$ cat src/rtl/busseq_pkg.sv
package busseq_pkg;

    typedef enum logic [2:0] {
        CK_FETCH = 3'd0,
        CK_MEMRD = 3'd1,
        CK_MEMWR = 3'd2,
        CK_IORD  = 3'd3,
        CK_IOWR  = 3'd4
    } cyc_kind_e;

    typedef enum logic [2:0] {
        TS_IDLE,
        TS_T1,
        TS_T2,
        TS_TAUTO,
        TS_TW,
        TS_T3,
        TS_T4,
        TS_HOLD
    } tstate_e;

    // Strobe set, active high inside the block.
    typedef struct packed {
        logic mreq;
        logic iorq;
        logic rd;
        logic wr;
        logic m1;
        logic rfsh;
    } strobes_t;

    function automatic logic kind_is_io(cyc_kind_e k);
        return (k == CK_IORD) || (k == CK_IOWR);
    endfunction

    function automatic logic kind_is_write(cyc_kind_e k);
        return (k == CK_MEMWR) || (k == CK_IOWR);
    endfunction

    function automatic logic kind_is_fetch(cyc_kind_e k);
        return k == CK_FETCH;
    endfunction

    function automatic logic in_refresh(tstate_e s, cyc_kind_e k);
        return kind_is_fetch(k) && ((s == TS_T3) || (s == TS_T4));
    endfunction

    // T-states during which a write cycle drives the data bus.
    function automatic logic data_phase(tstate_e s);
        return (s == TS_T1) || (s == TS_T2) || (s == TS_TAUTO) ||
               (s == TS_TW) || (s == TS_T3);
    endfunction

endpackage

$ cat src/rtl/busseq_rstq.sv
// Reset qualifier: the block runs only after rst has been high for
// RST_MIN consecutive clocks and has then been released.
module busseq_rstq #(
    parameter int RST_MIN = 3
) (
    input  logic clk,
    input  logic rst,
    output logic live
);

    logic [RST_MIN-1:0] hist;
    logic               armed;

    always_ff @(posedge clk) begin
        hist <= (hist << 1) | RST_MIN'(rst);
        if (rst) begin
            armed <= 1'b0;
        end else begin
            armed <= armed | (&hist);
        end
    end

    assign live = armed & ~rst;

    generate
        if (RST_MIN > 1) begin : g_pulse_chk
            // A single-clock reset pulse must never start the block.
            assert_short_reset_inert_R1: assert property (@(posedge clk)
                disable iff (rst)
                ($past(rst) && !$past(rst, 2)) |-> !live);
        end
    endgenerate

endmodule

$ cat src/rtl/busseq_fsm.sv
// T-state sequencer: one clock per T-state.
module busseq_fsm
    import busseq_pkg::*;
(
    input  logic      clk,
    input  logic      live,
    input  logic      req_valid,
    input  cyc_kind_e req_kind,
    input  logic      wait_n,
    input  logic      busreq_n,
    output tstate_e   state,
    output cyc_kind_e kind,
    output logic      req_ready,
    output logic      done,
    output logic      rd_latch,
    output logic      refresh_step
);

    tstate_e state_d;
    logic    fin;
    logic    is_io;
    logic    is_fetch;
    logic    is_wr;

    assign is_io    = kind_is_io(kind);
    assign is_fetch = kind_is_fetch(kind);
    assign is_wr    = kind_is_write(kind);

    always_comb begin
        state_d = state;
        fin     = 1'b0;
        unique case (state)
            TS_IDLE: begin
                if (!busreq_n)      state_d = TS_HOLD;
                else if (req_valid) state_d = TS_T1;
            end
            TS_T1: state_d = TS_T2;
            TS_T2: begin
                if (is_io)        state_d = TS_TAUTO;
                else if (!wait_n) state_d = TS_TW;
                else              state_d = TS_T3;
            end
            TS_TAUTO, TS_TW: state_d = wait_n ? TS_T3 : TS_TW;
            TS_T3: begin
                if (is_fetch) state_d = TS_T4;
                else          fin = 1'b1;
            end
            TS_T4:   fin = 1'b1;
            TS_HOLD: state_d = busreq_n ? TS_IDLE : TS_HOLD;
            default: state_d = TS_IDLE;
        endcase
        // Machine-cycle boundary: the only place a bus grant starts.
        if (fin) state_d = busreq_n ? TS_IDLE : TS_HOLD;
    end

    always_ff @(posedge clk) begin
        if (!live) begin
            state <= TS_IDLE;
            kind  <= CK_MEMRD;
            done  <= 1'b0;
        end else begin
            state <= state_d;
            done  <= fin;
            if (state == TS_IDLE && state_d == TS_T1) kind <= req_kind;
        end
    end

    assign req_ready    = live && (state == TS_IDLE) && busreq_n;
    assign rd_latch     = is_fetch ? (state != TS_T3 && state_d == TS_T3)
                                   : (!is_wr && state == TS_T3);
    assign refresh_step = is_fetch && (state == TS_T4);

    assert_accept_to_t1_R2: assert property (@(posedge clk)
        disable iff (!live)
        (req_valid && req_ready) |=> (state == TS_T1));

    assert_hold_at_boundary_R9: assert property (@(posedge clk)
        disable iff (!live)
        (state == TS_HOLD && $past(state) != TS_HOLD) |->
        ($past(state) == TS_IDLE || $past(state) == TS_T3 || $past(state) == TS_T4));

    assert_io_auto_wait_R6: assert property (@(posedge clk)
        disable iff (!live)
        (state == TS_T2 && is_io) |=> (state == TS_TAUTO));

endmodule

$ cat src/rtl/busseq_refresh.sv
// Refresh address counter: low REF_W bits advance, top bit held.
module busseq_refresh #(
    parameter int REF_W = 7
) (
    input  logic         clk,
    input  logic         live,
    input  logic         step,
    output logic [REF_W:0] rcode
);

    logic [REF_W-1:0] ctr;
    logic             top;

    always_ff @(posedge clk) begin
        if (!live) begin
            ctr <= '0;
            top <= 1'b0;
        end else if (step) begin
            ctr <= ctr + 1'b1;
        end
    end

    assign rcode = {top, ctr};

    assert_refresh_advance_R4: assert property (@(posedge clk)
        disable iff (!live)
        step |=> (rcode[REF_W-1:0] != $past(rcode[REF_W-1:0])));

endmodule

$ cat src/rtl/busseq_pins.sv
// Decodes sequencer state into strobes, address/data and enables.
module busseq_pins
    import busseq_pkg::*;
#(
    parameter int ADDR_W = 16,
    parameter int DATA_W = 8,
    parameter int REF_W  = 7
) (
    input  logic              live,
    input  tstate_e           state,
    input  cyc_kind_e         kind,
    input  logic [ADDR_W-1:0] addr_q,
    input  logic [DATA_W-1:0] wdata_q,
    input  logic [REF_W:0]    rcode,
    output strobes_t          act,
    output logic [ADDR_W-1:0] addr,
    output logic              addr_oe,
    output logic [DATA_W-1:0] dout,
    output logic              data_oe,
    output logic              ctrl_oe,
    output logic              busack
);

    localparam int PAD_W = ADDR_W - REF_W - 1;

    logic is_io;
    logic is_wr;
    logic is_fetch;

    assign is_io    = kind_is_io(kind);
    assign is_wr    = kind_is_write(kind);
    assign is_fetch = kind_is_fetch(kind);

    always_comb begin
        act = '0;
        unique case (state)
            TS_T1: begin
                act.mreq = !is_io;
                act.rd   = !is_io && !is_wr;
                act.m1   = is_fetch;
            end
            TS_T2, TS_TAUTO, TS_TW: begin
                act.mreq = !is_io;
                act.iorq = is_io;
                act.rd   = !is_wr;
                act.wr   = is_wr;
                act.m1   = is_fetch;
            end
            TS_T3: begin
                if (is_fetch) begin
                    act.mreq = 1'b1;
                    act.rfsh = 1'b1;
                end else begin
                    act.mreq = !is_io;
                    act.iorq = is_io;
                    act.rd   = !is_wr;
                    act.wr   = is_wr;
                end
            end
            TS_T4: begin
                act.mreq = 1'b1;
                act.rfsh = 1'b1;
            end
            default: act = '0;
        endcase
        if (!live) act = '0;
    end

    assign addr    = in_refresh(state, kind) ? {{PAD_W{1'b0}}, rcode} : addr_q;
    assign addr_oe = live && (state != TS_HOLD);
    assign ctrl_oe = live && (state != TS_HOLD);
    assign busack  = live && (state == TS_HOLD);
    assign data_oe = live && is_wr && data_phase(state);
    assign dout    = wdata_q;

endmodule

$ cat src/rtl/bus_cycle_seq.sv
module bus_cycle_seq
    import busseq_pkg::*;
#(
    parameter int ADDR_W  = 16,
    parameter int DATA_W  = 8,
    parameter int REF_W   = 7,
    parameter int RST_MIN = 3
) (
    input  logic              clk,
    input  logic              rst,
    input  logic              req_valid,
    input  logic [2:0]        req_kind,
    input  logic [ADDR_W-1:0] req_addr,
    input  logic [DATA_W-1:0] req_wdata,
    output logic              req_ready,
    output logic              done,
    output logic [DATA_W-1:0] rdata,
    input  logic              wait_n,
    input  logic              busreq_n,
    output logic              busack_n,
    output logic [ADDR_W-1:0] addr,
    output logic              addr_oe,
    input  logic [DATA_W-1:0] din,
    output logic [DATA_W-1:0] dout,
    output logic              data_oe,
    output logic              mreq_n,
    output logic              iorq_n,
    output logic              rd_n,
    output logic              wr_n,
    output logic              ctrl_oe,
    output logic              m1_n,
    output logic              rfsh_n
);

    logic              live;
    tstate_e           state;
    cyc_kind_e         kind;
    logic              rd_latch;
    logic              refresh_step;
    logic [REF_W:0]    rcode;
    logic [ADDR_W-1:0] addr_q;
    logic [DATA_W-1:0] wdata_q;
    strobes_t          act;
    logic              busack;

    busseq_rstq #(.RST_MIN(RST_MIN)) u_rstq (
        .clk  (clk),
        .rst  (rst),
        .live (live)
    );

    busseq_fsm u_fsm (
        .clk          (clk),
        .live         (live),
        .req_valid    (req_valid),
        .req_kind     (cyc_kind_e'(req_kind)),
        .wait_n       (wait_n),
        .busreq_n     (busreq_n),
        .state        (state),
        .kind         (kind),
        .req_ready    (req_ready),
        .done         (done),
        .rd_latch     (rd_latch),
        .refresh_step (refresh_step)
    );

    busseq_refresh #(.REF_W(REF_W)) u_refresh (
        .clk   (clk),
        .live  (live),
        .step  (refresh_step),
        .rcode (rcode)
    );

    always_ff @(posedge clk) begin
        if (!live) begin
            addr_q  <= '0;
            wdata_q <= '0;
            rdata   <= '0;
        end else begin
            if (req_valid && req_ready) begin
                addr_q  <= req_addr;
                wdata_q <= req_wdata;
            end
            if (rd_latch) rdata <= din;
        end
    end

    busseq_pins #(.ADDR_W(ADDR_W), .DATA_W(DATA_W), .REF_W(REF_W)) u_pins (
        .live    (live),
        .state   (state),
        .kind    (kind),
        .addr_q  (addr_q),
        .wdata_q (wdata_q),
        .rcode   (rcode),
        .act     (act),
        .addr    (addr),
        .addr_oe (addr_oe),
        .dout    (dout),
        .data_oe (data_oe),
        .ctrl_oe (ctrl_oe),
        .busack  (busack)
    );

    assign mreq_n   = ~act.mreq;
    assign iorq_n   = ~act.iorq;
    assign rd_n     = ~act.rd;
    assign wr_n     = ~act.wr;
    assign m1_n     = ~act.m1;
    assign rfsh_n   = ~act.rfsh;
    assign busack_n = ~busack;

    always @(posedge clk) begin
        if (rst) begin
            assert_reset_quiet_R1: assert (!addr_oe && !data_oe && !ctrl_oe &&
                mreq_n && iorq_n && rd_n && wr_n && m1_n && rfsh_n &&
                busack_n && !req_ready);
        end
    end

    assert_m1_marks_fetch_R3: assert property (@(posedge clk) disable iff (rst)
        !m1_n |-> (!mreq_n && !rd_n && rfsh_n));

    assert_rfsh_marks_refresh_R4: assert property (@(posedge clk) disable iff (rst)
        !rfsh_n |-> (!mreq_n && rd_n && wr_n && m1_n));

    assert_refresh_addr_hold_R4: assert property (@(posedge clk) disable iff (rst)
        (!rfsh_n && $past(!rfsh_n)) |-> (addr == $past(addr)));

    assert_space_excl_R10: assert property (@(posedge clk) disable iff (rst)
        !(!mreq_n && !iorq_n));

    assert_dir_excl_R10: assert property (@(posedge clk) disable iff (rst)
        !(!rd_n && !wr_n));

    assert_busack_floats_R9: assert property (@(posedge clk) disable iff (rst)
        !busack_n |-> (!addr_oe && !data_oe && !ctrl_oe && !req_ready));

endmodule

$ cat config.mk
export PLATFORM = sky130hd
export DESIGN_NAME = bus_cycle_seq
export DESIGN_NICKNAME = d
export VERILOG_FILES = /design/src/rtl/busseq_pkg.sv /design/src/rtl/busseq_rstq.sv /design/src/rtl/busseq_fsm.sv /design/src/rtl/busseq_refresh.sv /design/src/rtl/busseq_pins.sv /design/src/rtl/bus_cycle_seq.sv
export SDC_FILE = /design/constraint.sdc
export NUM_CORES = 1
export LEC_CHECK = 0
export ABC_CLOCK_PERIOD_IN_PS = 3930
export BUFFER_PORTS_ARGS = -buffer_cell sky130_fd_sc_hd__buf_2
export CORE_AREA = 5 5 72 74
export CTS_BUF_LIST = sky130_fd_sc_hd__clkbuf_16
export DETAILED_ROUTE_END_ITERATION = 8
export DIE_AREA = 0 0 77 79
export PLACE_DENSITY = 0.83
export SLEW_MARGIN = 20
export SYNTH_ARGS = -nofsm -noshare
export SYNTH_HDL_FRONTEND = slang
export SYNTH_SLANG_ARGS = --single-unit
$ cat constraint.sdc
create_clock -name clk -period 3.93 [get_ports clk]
set_input_delay 0.1965 -clock clk [delete_from_list [all_inputs] [get_ports clk]]
set_output_delay 0.1965 -clock clk [all_outputs]
set_load 0.02 [all_outputs]
==> metrics.cfg, run 1 <==
[status]
status=completed

[synth]
synth.area.top_cells=dfxtp_1, nand2_1, a21oi_1, mux2i_1, mux2_2
synth-edff-count=0
synth-adder-area-share=0.005473
synth_compound_area_frac=0.1434
synth_most_common_cell=nand2_1
ys_warn_count=0
synth_common_cells=nand2_1, dfxtp_1, a21oi_1
ys_ff_latch=50
ys.flop_type=dfxtp_1
synthMuxAreaShare=0.07389
synth_top_area_frac=0.4379
syn_avg_cell_area_sq_um=8.135
seq_area_frac_synth=0.4379
synth_area_sq_mm=0.002286
synth_xor_area_frac=0.01916
yosys.area_share.simple=0.2808
synth_top_area_cell=dfxtp_1
yosysUniqueCellTypes=41
syn_inst=281
synthesis.nets=322
synth_top_family_by_area=simple AND/OR/NAND/NOR gates
synthArstFlopShare=0

[sta]
fin_crit_ns=2.458
setup_ws_ns=1.472
grt_setup_unrepaired=no
slew_violations=0
max_slew.worst_pin.slew_ns=0.9896
fmax_mhz=406.9
fin_setup_tns_ns=0
layout_worst_path_cycle_share=0.6253
finalHoldViolCount=0
slew_headroom=0.3384
setup_violations=0
fin_worst_skew_ns=0.004055

[detailed_routing]
wl_per_cell_um=12.71
vias_per_cell=5.083
vias=2074
ant_nets=0
totalWireLength_um=5187
drc=0
drt_first_pass_iters=4
drt_first_iter_violations=184

[clock_network]
postCtsHoldBufs=0
cts_max_level=2
clk_path_buf_depth=2
cts_sinks=50
cts_buffers=5
cts_resized=0
cts_root_buf=clkbuf_16
clock_latency_ns=0.29
tritoncts=built
post-cts-setup-buffers=0
cts.reportedPaths.clkPinSlew_ns=0.07

[pwr]
max-vdd-ir-drop_mv=0.3191
pwr-share-seq=0.508
power_density_mw_per_mm2=357.6
p_sw_uw=238.2
sw_frac_of_total=0.2342
p_total_uw=1017
internal-power_uw=778.7
p_leak_uw=0.001231
clkPwrFrac=0.426
power_frac_comb=0.066

[worst_setup_path]
rrSetupSlack_ns=1.61
r2r_start=u_fsm.state[2]
cp-startpoint=u_fsm.state[0]
crit_fanout=16
critPathCaptureType=output pin
cp.arrival_ns=2.26
reg2reg_to=wdata_q[3]
rr_worst_depth=4
start_kind=register
crit_end=addr[3]
crit_type=reg2out
crit_required_ns=3.73

[floorplan]
fp.dieW_um=77
initial_core_util=0.5040
core_area_sq_mm=0.004536
die_area_sq_mm=0.006083
ios=84
fp.dieH_um=79
rows=25

[final_layout]
drive_above_1_share=0.3107
diodes=0
multi_input_area_sq_mm=0.001195
fillers=395
area_delta_synth_final_pct=24.41
seqCellArea_sq_mm=0.001001
final_nets=394
final_area_sq_mm=0.002844

[global_routing]
grt_pass1_vias=1994
grt_max_degree=28
track_usage=0.1725
overflow=0
grt_antenna_before_repair=0
grt_pass1_wl_um=8756

[place]
placed_cell_area_sq_mm=0.002694
dp_hpwl_um=3745
gp_congestion=0.8870
io_buffers=83
preCtsSetupSlack_ns=1.581

[worst_hold_path]
holdCritStartpoint=rst
worst_hold_path_type=in2reg

[job]
drv_cap=0

## cells by family after synthesis
kind of cell | Yosys count
flops | 50
simple gates | 137
mux | 16
fa+ha+maj | 1
xor+xnor | 5
buf+inv | 20
compound gates | 52
## layout by cell type (no fill, tap or decap), drive strengths merged, types with 3 or more instances in the layout
cell type,count
and2,12
nor2b,4
a211oi,4
xor2,3
a31oi,3
nand2,77
nand2b,4
buf,85
or3,3
o21ai,4
and3,3
nor3,3
mux2,7
o211ai,3
dfxtp,50
nand3,4
clkbuf,5
a21oi,35
mux2i,9
nor2,16
## flip-flops by register name (all words and copies together), names as in the netlist
name and flops:
u_fsm.kind 3, rdata 8, addr_q 16, u_fsm.done 1, u_rstq.armed 1, wdata_q 8, u_refresh.ctr 7, u_fsm.state 3
u_rstq.hist 3
## critical path, stage by stage (launching register included)
cell and delay [ns]:
dfxtp_1 0.62, nor2b_1 0.17, o211ai_2 0.60, mux2_2 0.41, buf_2 0.16
## power by group through the flow
stage | sequential, uW | combinational, uW | clock (uW)
2_1_floorplan | 526 | 41.9 | 0
3_3_place_gp | 528 | 66.7 | 0
3_5_place_dp | 528 | 68.2 | 0
4_1_cts | 516 | 68.7 | 446
5_1_grt | 517 | 76.6 | 465
6_report | 516 | 67.4 | 433
## routing by layer
metal	track usage	vias up	part of all wire
met5	0	-	0
met4	0.04983	0	0.010
met3	0.05329	6	0.078
met2	0.3005	63	0.47
met1	0.2041	921	0.44
li1	-	1084	-
## worst min-delay path by stage
stage                     slack, ns        endpoint  depth (start not counted)
after floorplan                0.22  u_rstq.hist[0]                          0
after global placement         0.33  u_rstq.hist[2]                          0
after detailed placement       0.34  u_rstq.hist[2]                          0
after CTS                      0.05  u_rstq.hist[0]                          1
after global routing           0.06  u_rstq.hist[0]                          1
final                          0.05  u_rstq.hist[0]                          1
## final cells by class
cell class	count	area share
multi-input cells	211	0.4202
flip-flops and latches	50	0.3520
repair buffers	85	0.1513
clock buffers	5	0.04399
well taps	54	0.02376
clock inverters	3	0.008799
## stage by stage
step | hold WS (ns) | util | instances
final | 0.05448 | 0.6270 | 408
after global routing | 0.05576 | 0.6270 | 408
after CTS | 0.04541 | 0.6270 | 408
after detailed placement | 0.3422 | 0.5939 | 400
after global placement | 0.3339 | 0.5939 | 400
after floorplan | 0.2242 | - | 281
Power figures use the tool's default switching activity.
==> run 2, diff against run 1 <==
- ABC_AREA: not set -> 1
- ABC_CLOCK_PERIOD_IN_PS: 3930 -> 2370
- CORE_AREA: 5 5 72 74 -> 5 5 75 77
- DIE_AREA: 0 0 77 79 -> 0 0 80 82
- PLACE_DENSITY: 0.83 -> 0.77
- clock period: 3.93 -> 2.37 ns (I/O delays scaled with it)
==> metrics.cfg, run 2 <==
[detailed_routing]
wl_per_cell_um=10.71  ; -16%
drt_first_iter_violations=110  ; -40%
drc=0  ; unchanged
ant_nets=0  ; unchanged
vias_per_cell=4.761  ; -6.3%
totalWireLength_um=5107  ; -1.5%
drt_first_pass_iters=4  ; unchanged
vias=2271  ; +9.5%

[floorplan]
fp.dieW_um=80  ; +3.9%
initial_core_util=0.4610  ; -0.04297
die_area_sq_mm=0.006560  ; +7.8%
core_area_sq_mm=0.004945  ; +9.0%
ios=84  ; unchanged
fp.dieH_um=82  ; +3.8%
rows=26  ; +4.0%

[synth]
synth_top_area_frac=0.4391  ; +0.001202
yosysUniqueCellTypes=25  ; -39%
synth_top_area_cell=dfxtp_1
synthArstFlopShare=0  ; unchanged
ys_ff_latch=50  ; unchanged
synth.area.top_cells=dfxtp_1, nand2_1, o21ai_0, inv_1, nor2_1
synth_common_cells=nand2_1, dfxtp_1, inv_1
ys.flop_type=dfxtp_1
synth-edff-count=0  ; unchanged
synthesis.nets=368  ; +14%
synth_area_sq_mm=0.002280  ; -0.27%
syn_avg_cell_area_sq_um=6.972  ; -14%
ys_warn_count=0  ; unchanged
seq_area_frac_synth=0.4391  ; +0.001202
synth_most_common_cell=nand2_1
syn_inst=327  ; +16%

[sta]
max_slew.worst_pin.slew_ns=0.5272  ; -0.4624 ns
slew_violations=0  ; unchanged
finalHoldViolCount=0  ; unchanged
grt_setup_unrepaired=no
fmax_mhz=482.7
layout_worst_path_cycle_share=0.8742
setup_ws_ns=0.2982  ; -1.174 ns
whs_ns=0.02234  ; -0.03215 ns
fin_setup_tns_ns=0  ; unchanged
slew_headroom=0.6481  ; +0.3098
setup_violations=0  ; unchanged
fin_worst_skew_ns=0.005109  ; +0.001054 ns
fin_crit_ns=2.072

[global_routing]
grt_pass1_vias=2030  ; +1.8%
grt_max_degree=49  ; +75%
overflow=0  ; unchanged
grt_pass1_wl_um=8618  ; -1.6%
track_usage=0.1656  ; -0.006917
grt_antenna_before_repair=0  ; unchanged

[job]
drv_cap=0  ; unchanged

[clock_network]
cts_buffers=5  ; unchanged
cts_max_level=2  ; unchanged
cts_root_buf=clkbuf_16
post-cts-setup-buffers=0  ; unchanged
cts.reportedPaths.clkPinSlew_ns=0.06  ; about the same
cts_sinks=50  ; unchanged
clock_latency_ns=0.29  ; about the same
tritoncts=built
clk_path_buf_depth=2  ; unchanged

[place]
dp.cells=468  ; +17%
placed_cell_area_sq_mm=0.002708  ; +0.51%
dp_hpwl_um=3868  ; +3.3%
gp_congestion=0.8783  ; -0.98%
io_buffers=83  ; unchanged
preCtsSetupSlack_ns=0.3472  ; -1.234 ns

[final_layout]
fin_cells=477  ; +17%
largest_register_ff_count=16  ; unchanged
area_delta_synth_final_pct=25.91
final_nets=447  ; +13%
final_cell_mix=nand2_1, buf_2, dfxtp_1
final_common_cell=nand2_1
top_regs=addr_q (16), rdata (8), wdata_q (8)
max_flop_register=addr_q
final_area_sq_mm=0.002870  ; +0.92%
diodes=0  ; unchanged
drive_above_1_share=0.2629  ; -0.04784

[pwr]
power_density_mw_per_mm2=573.3  ; +60%
max-vdd-ir-drop_mv=0.3671  ; +15%
p_leak_uw=0.001331  ; +8.1%

[worst_setup_path]
crit_required_ns=2.25  ; -1.48 ns
crit_type=reg2out
critPathCaptureType=output pin
crit_fanout=12  ; -4
cp.arrival_ns=1.95  ; -0.31 ns
start_kind=register

[worst_hold_path]
worst_hold_path_type=in2reg

[status]
status=completed

-- run 2: area by class of cell --
class | count | area, sq um
multi-input cells | 222 | 1030
clock buffers | 5 | 125.1
clock inverters | 3 | 20.02
repair buffers | 88 | 455.4
inverters | 39 | 150.1
fillers | 491 | 2074
well taps | 70 | 87.58
flip-flops and latches | 50 | 1002
-- run 2: final timing paths --
| path | from | end | slack (ns) | depth (start not counted) |
|---|---|---|---|---|
| max | u_fsm.state[0] | addr[1] | 0.30 | 10 |
| max reg2reg | u_fsm.kind[0] | rdata[7] | 0.54 | 9 |
| min reg2reg | u_rstq.hist[1] | u_rstq.hist[2] | 0.36 | 0 |
| min | req_addr[10] | addr_q[10] | 0.02 | 3 |
-- run 2: power breakdown --
part | internal (uW) | total (uW) | switching, uW
sequential | 848 | 853 | 5.10
combinational | 41.1 | 95.9 | 54.8
clock | 391 | 696 | 305
-- run 2: worst max-delay path: stages (launching register included) --
cell,delay [ns]
dfxtp_1,0.42
inv_2,0.10
nor2_4,0.11
nand2_1,0.14
nor2_1,0.17
nor2_1,0.07
buf_4,0.18
clkinvlp_4,0.16
nand2_1,0.06
o21ai_0,0.06
buf_2,0.18
-- run 2: kinds of logic (layout without fill, tap and decap cells) --
kind of cell | after synthesis | count (layout) | share of synthesized area
simple gates | 154 | 154 | 0.2788
fa+ha+maj | 1 | 1 | 0.005488
flops | 50 | 50 | 0.4391
buf+inv | 55 | 135 | 0.1125
compound gates | 67 | 67 | 0.1641
-- run 2: metrics by stage --
step                  util  total power [uW]
finish              0.5805              1645
floorplan                -             922.7
global placement    0.5476             966.1
detailed placement  0.5476             966.7
CTS                 0.5789              1665
global route        0.5805              1712
-- run 2: timing repair --
action / in CTS / in global routing
gates resized for setup: 0 / 3
hold buffers: 1 / 0
endpoints found under the setup margin: 0 / 11
endpoints found under the hold margin: 1 / 0
-- run 2: per-layer routing --
layer | vias up | wire length, um | global-route usage
li1 | 1208 | - | -
met1 | 973 | 2290 | 0.2091
met2 | 81 | 2378 | 0.2674
met3 | 9 | 379 | 0.04057
met4 | 0 | 59 | 0.07432
met5 | - | 0 | 0
